## config.mk

```make
export PLATFORM = sky130hd
export DESIGN_NAME = spi_host_ctrl
export DESIGN_NICKNAME = d
export VERILOG_FILES = /design/src/rtl/spi_host_pkg.sv /design/src/rtl/spi_host_fifo.sv /design/src/rtl/spi_host_engine.sv /design/src/rtl/spi_host_ctrl.sv
export SDC_FILE = /design/constraint.sdc
export NUM_CORES = 1
export LEC_CHECK = 0
export ABC_CLOCK_PERIOD_IN_PS = 3500
export CORE_ASPECT_RATIO = 0.7
export CORE_UTILIZATION = 54
export DETAILED_ROUTE_END_ITERATION = 16
export MAX_ROUTING_LAYER = met4
export PLACE_DENSITY = 0.82
export RECOVER_POWER = 25
export SYNTH_ARGS = -nofsm -noshare
export SYNTH_HDL_FRONTEND = slang
export SYNTH_HIERARCHICAL = 1
export SYNTH_SLANG_ARGS = --single-unit
```

## constraint.sdc

```tcl
create_clock -name clk -period 3.5 [get_ports clk]
set_clock_uncertainty 0.2 [all_clocks]
set_input_delay 0.35 -clock clk [delete_from_list [all_inputs] [get_ports clk]]
set_output_delay 0.35 -clock clk [all_outputs]
set_load 0.05 [all_outputs]
```

## src/rtl/spi_host_pkg.sv

```systemverilog
package spi_host_pkg;

  typedef enum logic [2:0] {
    RA_CTRL = 3'd0,
    RA_STAT = 3'd1,
    RA_TXD  = 3'd2,
    RA_RXD  = 3'd3,
    RA_SEL  = 3'd4
  } reg_addr_e;

  // control bit positions (software decodes these)
  localparam int CB_EN   = 1;
  localparam int CB_MAST = 2;
  localparam int CB_CPOL = 3;
  localparam int CB_CPHA = 4;
  localparam int CB_TXR  = 5;
  localparam int CB_RXR  = 6;
  localparam int CB_MAN  = 7;
  localparam int CB_HOLD = 8;
  localparam int CB_LSB  = 9;
  localparam int CTRL_W  = 10;
  // stored bits: reset strobes and bit 0 are not kept
  localparam logic [CTRL_W-1:0] CTRL_KEEP = 10'h39E;

  // reverse the low w bits of v
  function automatic logic [31:0] flip_bits(logic [31:0] v, int unsigned w);
    logic [31:0] r;
    r = '0;
    for (int unsigned i = 0; i < 32; i++) begin
      if (i < w) r[i] = v[w-1-i];
    end
    return r;
  endfunction

  // which SCK edge index captures MISO
  function automatic logic is_sample_edge(logic cpha, logic idx_lsb);
    return cpha ? idx_lsb : ~idx_lsb;
  endfunction

endpackage

```

## src/rtl/spi_host_fifo.sv

```systemverilog
module spi_host_fifo #(
  parameter int W     = 8,
  parameter int DEPTH = 16
) (
  input  logic                       clk,
  input  logic                       rst_n,
  input  logic                       clr,
  input  logic                       push,
  input  logic [W-1:0]               din,
  input  logic                       pop,
  output logic [W-1:0]               dout,
  output logic                       empty,
  output logic                       full,
  output logic [$clog2(DEPTH):0]     count
);
  localparam int AW = $clog2(DEPTH);
  localparam int CW = AW + 1;

  logic [W-1:0]  mem [DEPTH];
  logic [AW-1:0] wp, rp;
  logic          do_push, do_pop;

  assign empty   = (count == '0);
  assign full    = (count == CW'(DEPTH));
  assign do_push = push && !full;
  assign do_pop  = pop && !empty;
  assign dout    = mem[rp];

  always_ff @(posedge clk) begin
    if (do_push && !clr) mem[wp] <= din;
  end

  always_ff @(posedge clk or negedge rst_n) begin
    if (!rst_n) begin
      wp    <= '0;
      rp    <= '0;
      count <= '0;
    end else if (clr) begin
      wp    <= '0;
      rp    <= '0;
      count <= '0;
    end else begin
      if (do_push) wp <= wp + 1'b1;
      if (do_pop)  rp <= rp + 1'b1;
      count <= count + CW'(do_push) - CW'(do_pop);
    end
  end
endmodule

```

## src/rtl/spi_host_engine.sv

```systemverilog
module spi_host_engine #(
  parameter int W        = 8,
  parameter int HALF_DIV = 2
) (
  input  logic         clk,
  input  logic         rst_n,
  input  logic         start,
  input  logic [W-1:0] word,
  input  logic         cpol,
  input  logic         cpha,
  input  logic         lsb,
  input  logic         miso,
  output logic         sclk,
  output logic         mosi,
  output logic         busy,
  output logic         done,
  output logic [W-1:0] rx_word
);
  import spi_host_pkg::*;

  localparam int DW = (HALF_DIV > 1) ? $clog2(HALF_DIV) : 1;
  localparam int EW = $clog2(2 * W);
  localparam logic [EW-1:0] LAST_EDGE = EW'(2 * W - 1);
  localparam logic [DW-1:0] DIV_TOP   = DW'(HALF_DIV - 1);

  logic [DW-1:0] div;
  logic [EW-1:0] idx;
  logic          ph, lat_cpol, lat_cpha, lat_lsb;
  logic [W-1:0]  sh, rxs;
  logic          tick, samp;

  assign tick    = (div == DIV_TOP);
  assign samp    = is_sample_edge(lat_cpha, idx[0]);
  assign sclk    = busy ? (lat_cpol ^ ph) : cpol;
  assign mosi    = sh[W-1];
  assign rx_word = lat_lsb ? W'(flip_bits(32'(rxs), W)) : rxs;

  always_ff @(posedge clk or negedge rst_n) begin
    if (!rst_n) begin
      busy     <= 1'b0;
      done     <= 1'b0;
      div      <= '0;
      idx      <= '0;
      ph       <= 1'b0;
      sh       <= '0;
      rxs      <= '0;
      lat_cpol <= 1'b0;
      lat_cpha <= 1'b0;
      lat_lsb  <= 1'b0;
    end else begin
      done <= 1'b0;
      if (start) begin
        busy     <= 1'b1;
        div      <= '0;
        idx      <= '0;
        ph       <= 1'b0;
        sh       <= lsb ? W'(flip_bits(32'(word), W)) : word;
        lat_cpol <= cpol;
        lat_cpha <= cpha;
        lat_lsb  <= lsb;
      end else if (busy) begin
        if (tick) begin
          div <= '0;
          ph  <= ~ph;
          idx <= idx + 1'b1;
          if (samp)             rxs <= {rxs[W-2:0], miso};
          else if (idx != '0)   sh  <= {sh[W-2:0], 1'b0};
          if (idx == LAST_EDGE) begin
            busy <= 1'b0;
            done <= 1'b1;
          end
        end else begin
          div <= div + 1'b1;
        end
      end
    end
  end
endmodule

```

## src/rtl/spi_host_ctrl.sv

```systemverilog
module spi_host_ctrl #(
  parameter int WORD_W   = 8,
  parameter int DEPTH    = 16,
  parameter int HALF_DIV = 2,
  parameter int NSEL     = 4
) (
  input  logic            clk,
  input  logic            rst_n,
  input  logic            bus_wr,
  input  logic            bus_rd,
  input  logic [2:0]      bus_addr,
  input  logic [31:0]     bus_wdata,
  output logic [31:0]     bus_rdata,
  output logic            spi_sclk,
  output logic            spi_mosi,
  input  logic            spi_miso,
  output logic [NSEL-1:0] spi_ss_n
);
  import spi_host_pkg::*;

  localparam int CW = $clog2(DEPTH) + 1;

  logic [CTRL_W-1:0] ctrl_q;
  logic [NSEL-1:0]   sel_q;

  // named internal events
  logic          ctrl_wr, tx_wr, rx_pop, tx_clr, rx_clr, eng_start;
  logic          eng_busy, eng_done;
  logic [WORD_W-1:0] tx_head, rx_head, eng_rx;
  logic          tx_empty, tx_full, rx_empty, rx_full;
  logic [CW-1:0] tx_count, rx_count;

  assign ctrl_wr   = bus_wr && (bus_addr == RA_CTRL);
  assign tx_wr     = bus_wr && (bus_addr == RA_TXD);
  assign rx_pop    = bus_rd && (bus_addr == RA_RXD);
  assign tx_clr    = ctrl_wr && bus_wdata[CB_TXR];
  assign rx_clr    = ctrl_wr && bus_wdata[CB_RXR];
  assign eng_start = ctrl_q[CB_EN] && ctrl_q[CB_MAST] && !ctrl_q[CB_HOLD]
                     && !tx_empty && !eng_busy;

  always_ff @(posedge clk or negedge rst_n) begin
    if (!rst_n) begin
      ctrl_q <= '0;
      sel_q  <= '1;
    end else begin
      if (ctrl_wr) ctrl_q <= bus_wdata[CTRL_W-1:0] & CTRL_KEEP;
      if (bus_wr && (bus_addr == RA_SEL)) sel_q <= bus_wdata[NSEL-1:0];
    end
  end

  spi_host_fifo #(.W(WORD_W), .DEPTH(DEPTH)) u_txq (
    .clk(clk), .rst_n(rst_n), .clr(tx_clr),
    .push(tx_wr), .din(bus_wdata[WORD_W-1:0]),
    .pop(eng_start), .dout(tx_head),
    .empty(tx_empty), .full(tx_full), .count(tx_count)
  );

  spi_host_fifo #(.W(WORD_W), .DEPTH(DEPTH)) u_rxq (
    .clk(clk), .rst_n(rst_n), .clr(rx_clr),
    .push(eng_done), .din(eng_rx),
    .pop(rx_pop), .dout(rx_head),
    .empty(rx_empty), .full(rx_full), .count(rx_count)
  );

  spi_host_engine #(.W(WORD_W), .HALF_DIV(HALF_DIV)) u_eng (
    .clk(clk), .rst_n(rst_n), .start(eng_start), .word(tx_head),
    .cpol(ctrl_q[CB_CPOL]), .cpha(ctrl_q[CB_CPHA]), .lsb(ctrl_q[CB_LSB]),
    .miso(spi_miso), .sclk(spi_sclk), .mosi(spi_mosi),
    .busy(eng_busy), .done(eng_done), .rx_word(eng_rx)
  );

  assign spi_ss_n = ctrl_q[CB_MAN] ? sel_q : '1;

  always_comb begin
    case (bus_addr)
      RA_CTRL: bus_rdata = 32'(ctrl_q);
      RA_STAT: bus_rdata = {27'd0, 1'b0, tx_full, tx_empty, rx_full, rx_empty};
      RA_RXD:  bus_rdata = 32'(rx_head);
      RA_SEL:  bus_rdata = 32'(sel_q);
      default: bus_rdata = '0;
    endcase
  end
endmodule

```

==> out/metrics.cfg, run 1 <==
[finish]
post_route_cells_drive_above_1_share_pct=20.3
syn2layout_area_growth_pct=12.5
finish.utilization_pct=62.9
layout.cells.most_common=sky130_fd_sc_hd__edfxtp_1
num-nets-final=958
final_cell_mix=sky130_fd_sc_hd__edfxtp_1, sky130_fd_sc_hd__dfrtp_1, sky130_fd_sc_hd__mux4_2
num_antenna_cells=0

[worst_setup_path]
worstSetupEndpointType=primary output
timing.critical_path.from_type=flop
data_arrival_time_of_the_worst_path_ns=2.84
worstRegToRegCells=17
crit-reg2reg-capture=u_txq/count[4]
timing.reg2reg.setup_slack_ns=0.15
worstPathMaxFanout=5
setup.worst_path.class=reg2out
worst_ep_required_time_ns=2.95
source_of_the_worst_register_to_register_timing_path=u_txq/count[3]

[global_routing]
grt_first_pass_wirelength_um=43300
grt_max_degree=40
via_count_of_the_first_global_routing_pass=7410
antenna_found_initial=0
grt_overflow_total=0
globalRouteTotalUtil_pct=22.6

[placement]
pre_cts_slack_ns=0.0945
post_dp_hpwl_um=19400
port-buffer-count=33
gp_routability_congestion=0.877

[outcome]
violated_checks=max-capacitance violations, max-slew violations
outcome=complete, but fails checks

[sta]
timing_hold_violations_final=0
achievable_clock_frequency_mhz=295
final-max-slew-violation-count=39
period_needed_ns=3.39
tightestPinTransition_ns=2.25
layout_worst_path_cycle_share_pct=96.7
finalSetupViolCount=0
setup_slack_ns=0.115
fin_setup_tns_ns=0
slew_headroom_pct=-49.8

[cts]
cts_buffers=30
worstSkewPairLatency_ns=0.56
cts_max_path_buffers=3
clock_sink_count=320
cts_root_buffer=sky130_fd_sc_hd__clkbuf_16
tritoncts=built
clk_pin_slew_ns=0.07
cts_max_level=1

[yosys]
synth.avg_cell_area_um2=16.8
yosysUniqueCellTypes=61
synth-xor-area-share_pct=1.51
synth_enable_flop_cells=256
synthFlopType=sky130_fd_sc_hd__edfxtp_1
synth_fa_ha_area_share_pct=2.43
synth.area.mux_share_pct=14.0
syn-instance-count=832
synth-compound-area-share_pct=3.99
ys_async_sr_fraction_pct=20.0
combinational_family_with_the_most_area_after_synthesis=multiplexers
synth-seq-cells=320
synth_simple_gate_area_share_pct=7.31
yosys_warnings=6
netlist_area_mm2=0.0140
seq_area_frac_synth_pct=66.3

[flow_run]
max_cap_viols=1

[min_path]
worst_hold_path_type=in2reg
worst_hold_path.endpoint=u_eng/rxs[0]
worst_hold_startpoint=spi_miso
hold_depth=2

[power]
power.leakage_nw=5.71
p_per_area_mw_per_mm2=792
vdd_drop_max_uv=463

[floorplanning]
ioPinCount=78
placementRows=48
fp.dieArea_mm2=0.0266
fp.dieW_um=195
start_util_pct=56.0
chipHeight_um=137
floorplan.core_area_mm2=0.0250

[routing]
initialDrtViolationCount=942
top_layer=met4
postRouteAntennaNets=0
routedWlPerCell_um=23.3
detail_route.wirelength_um=28900
routed-via-count=7722
drt-met1-wl_um=12300
detail_route.drc_violations=0
detail_route.first_pass.iterations=5
routed-wl-met3_um=3040
vias_per_cell=6.22
wl_met2_um=13000

-- cells in the mapped netlist (all sizes together) (8+ instances only) --
cell type  number  area share [%]
a22oi          32             1.7
and3           13            0.60
edfxtp        256              55
and2           18            0.84
dfrtp          60              11
nor2           35            0.99
xnor2           9            0.56
nand2          33            0.88
clkbuf         14            0.37
buf            44             2.7
nor2b          17            0.76
mux4           64              11
xor2           13            0.95
nand4           8            0.36
a21oi          13            0.46
nand3          20            0.71
o21ai           8            0.29
ha             24             2.1
mux2           30             2.7
inv            35            0.94
-- routing by layer --
| layer | track usage [%] | vias to the layer above |
|---|---|---|
| li1 | - | 3305 |
| met4 | 5.34 | 0 |
| met1 | 32.1 | 3943 |
| met5 | - | - |
| met2 | 33.1 | 418 |
| met3 | 5.67 | 56 |
-- worst max path at each step --
stage	startpoint	to	slack, ns	depth (start not counted)
final	u_rxq/rp[0]	bus_rdata[6]	0.11	6
after floorplan	u_txq/count[3]	u_txq/count[4]	0.25	17
after CTS	u_txq/count[3]	u_txq/count[4]	0.04	17
after global placement	bus_addr[2]	u_rxq/count[4]	0.08	14
after detailed placement	bus_addr[2]	u_rxq/count[4]	0.09	14
after global routing	u_txq/count[2]	u_txq/count[4]	-0.03	17
-- kinds of logic (layout without fill, tap and decap cells) --
logic type | Yosys count | after routing
compound gates | 82 | 82
xor+xnor | 22 | 22
fa+ha+maj | 26 | 26
buf+inv | 100 | 163
flops | 320 | 320
mux | 99 | 99
other cells | 1 | 22
simple gates | 182 | 182
-- critical path, stage by stage (launching register included) --
cell and delay [ns]:
sky130_fd_sc_hd__dfrtp_4 0.51, sky130_fd_sc_hd__buf_12 0.15, sky130_fd_sc_hd__mux4_2 0.42, sky130_fd_sc_hd__a22oi_1 0.26
sky130_fd_sc_hd__nand2_1 0.09, sky130_fd_sc_hd__and2_1 0.16, sky130_fd_sc_hd__clkdlybuf4s50_1 0.70
-- power by group --
| part | internal, mW | switching, mW | total, mW |
|---|---|---|---|
| sequential | 4.74 | 0.435 | 5.17 |
| combinational | 1.68 | 2.16 | 3.84 |
| clock | 2.09 | 1.38 | 3.47 |
-- stage by stage --
step	power, mW	hold slack [ns]	instances	instance area [µm²]
4_1_cts	12.4	0.195	1238	15700
3_5_place_dp	8.92	0.320	1181	14600
2_1_floorplan	7.96	-0.146	853	14100
6_report	12.5	0.206	1241	15800
3_3_place_gp	8.75	0.312	1181	14600
5_1_grt	13.0	0.200	1241	15800
-- state kept, by name, indices dropped and copies added, names as in the netlist --
register        cells
ctrl_q              7
u_eng/busy          1
u_rxq/mem         128
sel_q               4
u_eng/ph            1
u_rxq/count         5
u_eng/done          1
u_eng/lat_cpha      1
u_eng/idx           4
u_eng/div           1
u_eng/lat_cpol      1
u_txq/rp            4
u_eng/lat_lsb       1
u_eng/rxs           8
u_eng/sh            8
u_txq/wp            4
u_txq/mem         128
u_rxq/wp            4
u_txq/count         5
u_rxq/rp            4
-- what timing repair did --
action | CTS | global route
setup endpoints to repair | 3 | 5
pin swaps | 0 | 1
hold endpoints to repair | 38 | 0
gates resized for setup | 2 | 7
hold buffers | 1 | 0
buffers inserted | 0 | 3
-- cell type report --
type / instances / area [µm²]
clock buffers: 32 / 758
inverters: 36 / 135
repair buffers: 71 / 653
clock inverters: 24 / 315
fillers: 1624 / 9280
flip-flops and latches: 320 / 9300
well taps: 325 / 407
multi-input cells: 433 / 4200
Note: power is estimated with default switching activity, not from simulation.
==> inputs of run 2 (changes only) <==
REMOVE_ABC_BUFFERS = 1   (was not set)
==> run 2 against run 1 <==
The run still ends with max-capacitance violations, max-slew violations left; clock power grew 5%; critical path depth unchanged; global-route usage up 0.16 points; sequential power barely moved; register-to-register slack improved by 0.06 ns.
==> out/metrics.cfg, run 2 (synthesized netlist as in run 1, its figures left out) <==
[cts]
clk_pin_slew_ns=0.06  ; about the same
cts_root_buffer=sky130_fd_sc_hd__clkbuf_16
cts_buffers=30  ; unchanged
cts_max_level=1  ; unchanged
clock_sink_count=320  ; unchanged
worstSkewPairLatency_ns=0.57  ; about the same
tritoncts=built
cts_max_path_buffers=3  ; unchanged

[finish]
post_route_cells_drive_above_1_share_pct=21.5  ; +1.2 points
post_route_insts_no_fill=1244  ; +0.24%
layout.cells.most_common=sky130_fd_sc_hd__edfxtp_1
num_antenna_cells=0  ; unchanged
stdcell_area_mm2=0.0158  ; +0.31%
final_cell_mix=sky130_fd_sc_hd__edfxtp_1, sky130_fd_sc_hd__dfrtp_1, sky130_fd_sc_hd__buf_4, sky130_fd_sc_hd__mux4_2, sky130_fd_sc_hd__inv_1
layout.filler_cells=1641  ; +1.0%
largest_registers=u_rxq/mem x128, u_txq/mem x128
num-nets-final=961  ; +0.31%
syn2layout_area_growth_pct=12.8

[sta]
final-max-slew-violation-count=33  ; -15%
layout_worst_path_cycle_share_pct=97.2  ; +0.44 points
setup_slack_ns=0.0994  ; -0.0154 ns
achievable_clock_frequency_mhz=294  ; -0.45%
fin_setup_tns_ns=0  ; unchanged
period_needed_ns=3.40  ; +0.0154 ns
hold-worst-slack_ns=0.191  ; -0.0147 ns
timing_hold_violations_final=0  ; unchanged
tightestPinTransition_ns=1.75  ; -0.496 ns
finalSetupViolCount=0  ; unchanged
slew_headroom_pct=-16.8  ; +33 points

[outcome]
violated_checks=max-capacitance violations, max-slew violations
outcome=complete, but fails checks

[worst_setup_path]
worstPathMaxFanout=7  ; +2
data_arrival_time_of_the_worst_path_ns=2.85  ; about the same
worstSetupEndpointType=primary output
setup.worst_path.class=reg2out
cp.buffers_inverters=2  ; unchanged
cell_breakdown_of_the_critical_path=buf_4 > mux4_2 > a22oi_1 > nand2_1 > and2_1 > clkdlybuf4s50_1
crit_slowest_cell=sky130_fd_sc_hd__clkdlybuf4s50_1
crit_path_start=u_rxq/rp[0]
source_of_the_worst_register_to_register_timing_path=u_txq/count[3]
timing.critical_path.from_type=flop
worst_ep_required_time_ns=2.95  ; about the same
cpPeakStageDelay_ns=0.69  ; about the same
worst_path_dominant_cell_family=buffers and inverters

[floorplanning]
fp.dieW_um=195  ; unchanged
chipHeight_um=137  ; unchanged
start_util_pct=56.0  ; unchanged
floorplan.core_area_mm2=0.0250  ; unchanged
ioPinCount=78  ; unchanged
placementRows=48  ; unchanged
fp.dieArea_mm2=0.0266  ; unchanged

[placement]
pre_cts_slack_ns=0.0728  ; -0.0218 ns
gp_routability_congestion=0.917  ; +4.6%
instance_area_after_placement_mm2=0.0146  ; about the same
post_dp_hpwl_um=18700  ; -3.6%
dp_cells=1183  ; +0.17%
port-buffer-count=33  ; unchanged

[global_routing]
grt_first_pass_wirelength_um=43700  ; +0.77%
via_count_of_the_first_global_routing_pass=7421  ; +0.15%
globalRouteTotalUtil_pct=22.8  ; +0.16 points
grt_max_degree=33  ; -18%
antenna_found_initial=0  ; unchanged
grt_overflow_total=0  ; unchanged

[routing]
routed-via-count=7545  ; -2.3%
initialDrtViolationCount=863  ; -8.4%
routedWlPerCell_um=23.3  ; -0.10%
vias_per_cell=6.07  ; -2.5%
postRouteAntennaNets=0  ; unchanged
detail_route.drc_violations=0  ; unchanged
detail_route.first_pass.iterations=6  ; +1
detail_route.wirelength_um=28900  ; +0.14%

[flow_run]
max_cap_viols=1  ; unchanged

[min_path]
worst_hold_path_type=in2reg
worst_hold_startpoint=spi_miso

[power]
power.leakage_nw=5.74  ; +0.50%
p_per_area_mw_per_mm2=800  ; +0.95%
vdd_drop_max_uv=389  ; -16%

-- run 2: layout make-up --
class	instances	area, µm²	share of cell area [%]
clock buffer	31	754	4.77
clock inverter	25	369	2.33
inverter	36	135	0.855
multi-input combinational	433	4210	26.6
sequential	320	9300	58.8
tap	325	407	2.57
timing repair buffer	74	643	4.07
-- run 2: repair_timing --
action / 4_1_cts / 5_1_grt
gates resized for setup: 0 / 12
endpoints found under the hold margin: 30 / 0
endpoints found under the setup margin: 0 / 7
hold buffers: 1 / 0
buffers inserted: 0 / 4
-- run 2: metrics by stage --
| step | util [%] | power [mW] |
|---|---|---|
| global route | 63.1 | 13.2 |
| finish | 63.1 | 12.6 |
| global placement | 58.4 | 8.76 |
| CTS | 62.9 | 12.6 |
| detailed placement | 58.4 | 8.91 |
| floorplan | - | 7.72 |
-- run 2: where the power goes --
group	total, mW	leakage (nW)	switching [mW]	internal [mW]
sequential	5.19	3.10	0.455	4.74
clock	3.65	0.546	1.47	2.18
combinational	3.80	2.09	2.12	1.67
-- run 2: path summary, 6_finish.rpt --
| kind | to | cells past startpoint | slack, ns |
|---|---|---|---|
| worst min register to register | u_eng/lat_cpol | 1 | 0.34 |
| worst max register to register | u_txq/count[4] | 17 | 0.21 |
| max in group asynchronous | u_eng/sh[7] | 3 | 1.23 |
| worst max-delay path | bus_rdata[6] | 6 | 0.1 |
| min in group asynchronous | u_eng/rxs[7] | 2 | 0.58 |
| worst min-delay path | u_eng/rxs[0] | 2 | 0.19 |
-- run 2: layer usage --
layer	track usage [%]	wire, µm	up-vias
li1	-	-	3308
met1	33.3	12700	3821
met2	33.6	13000	366
met3	3.82	2560	50
met4	5.73	619	0
met5	-	0	-
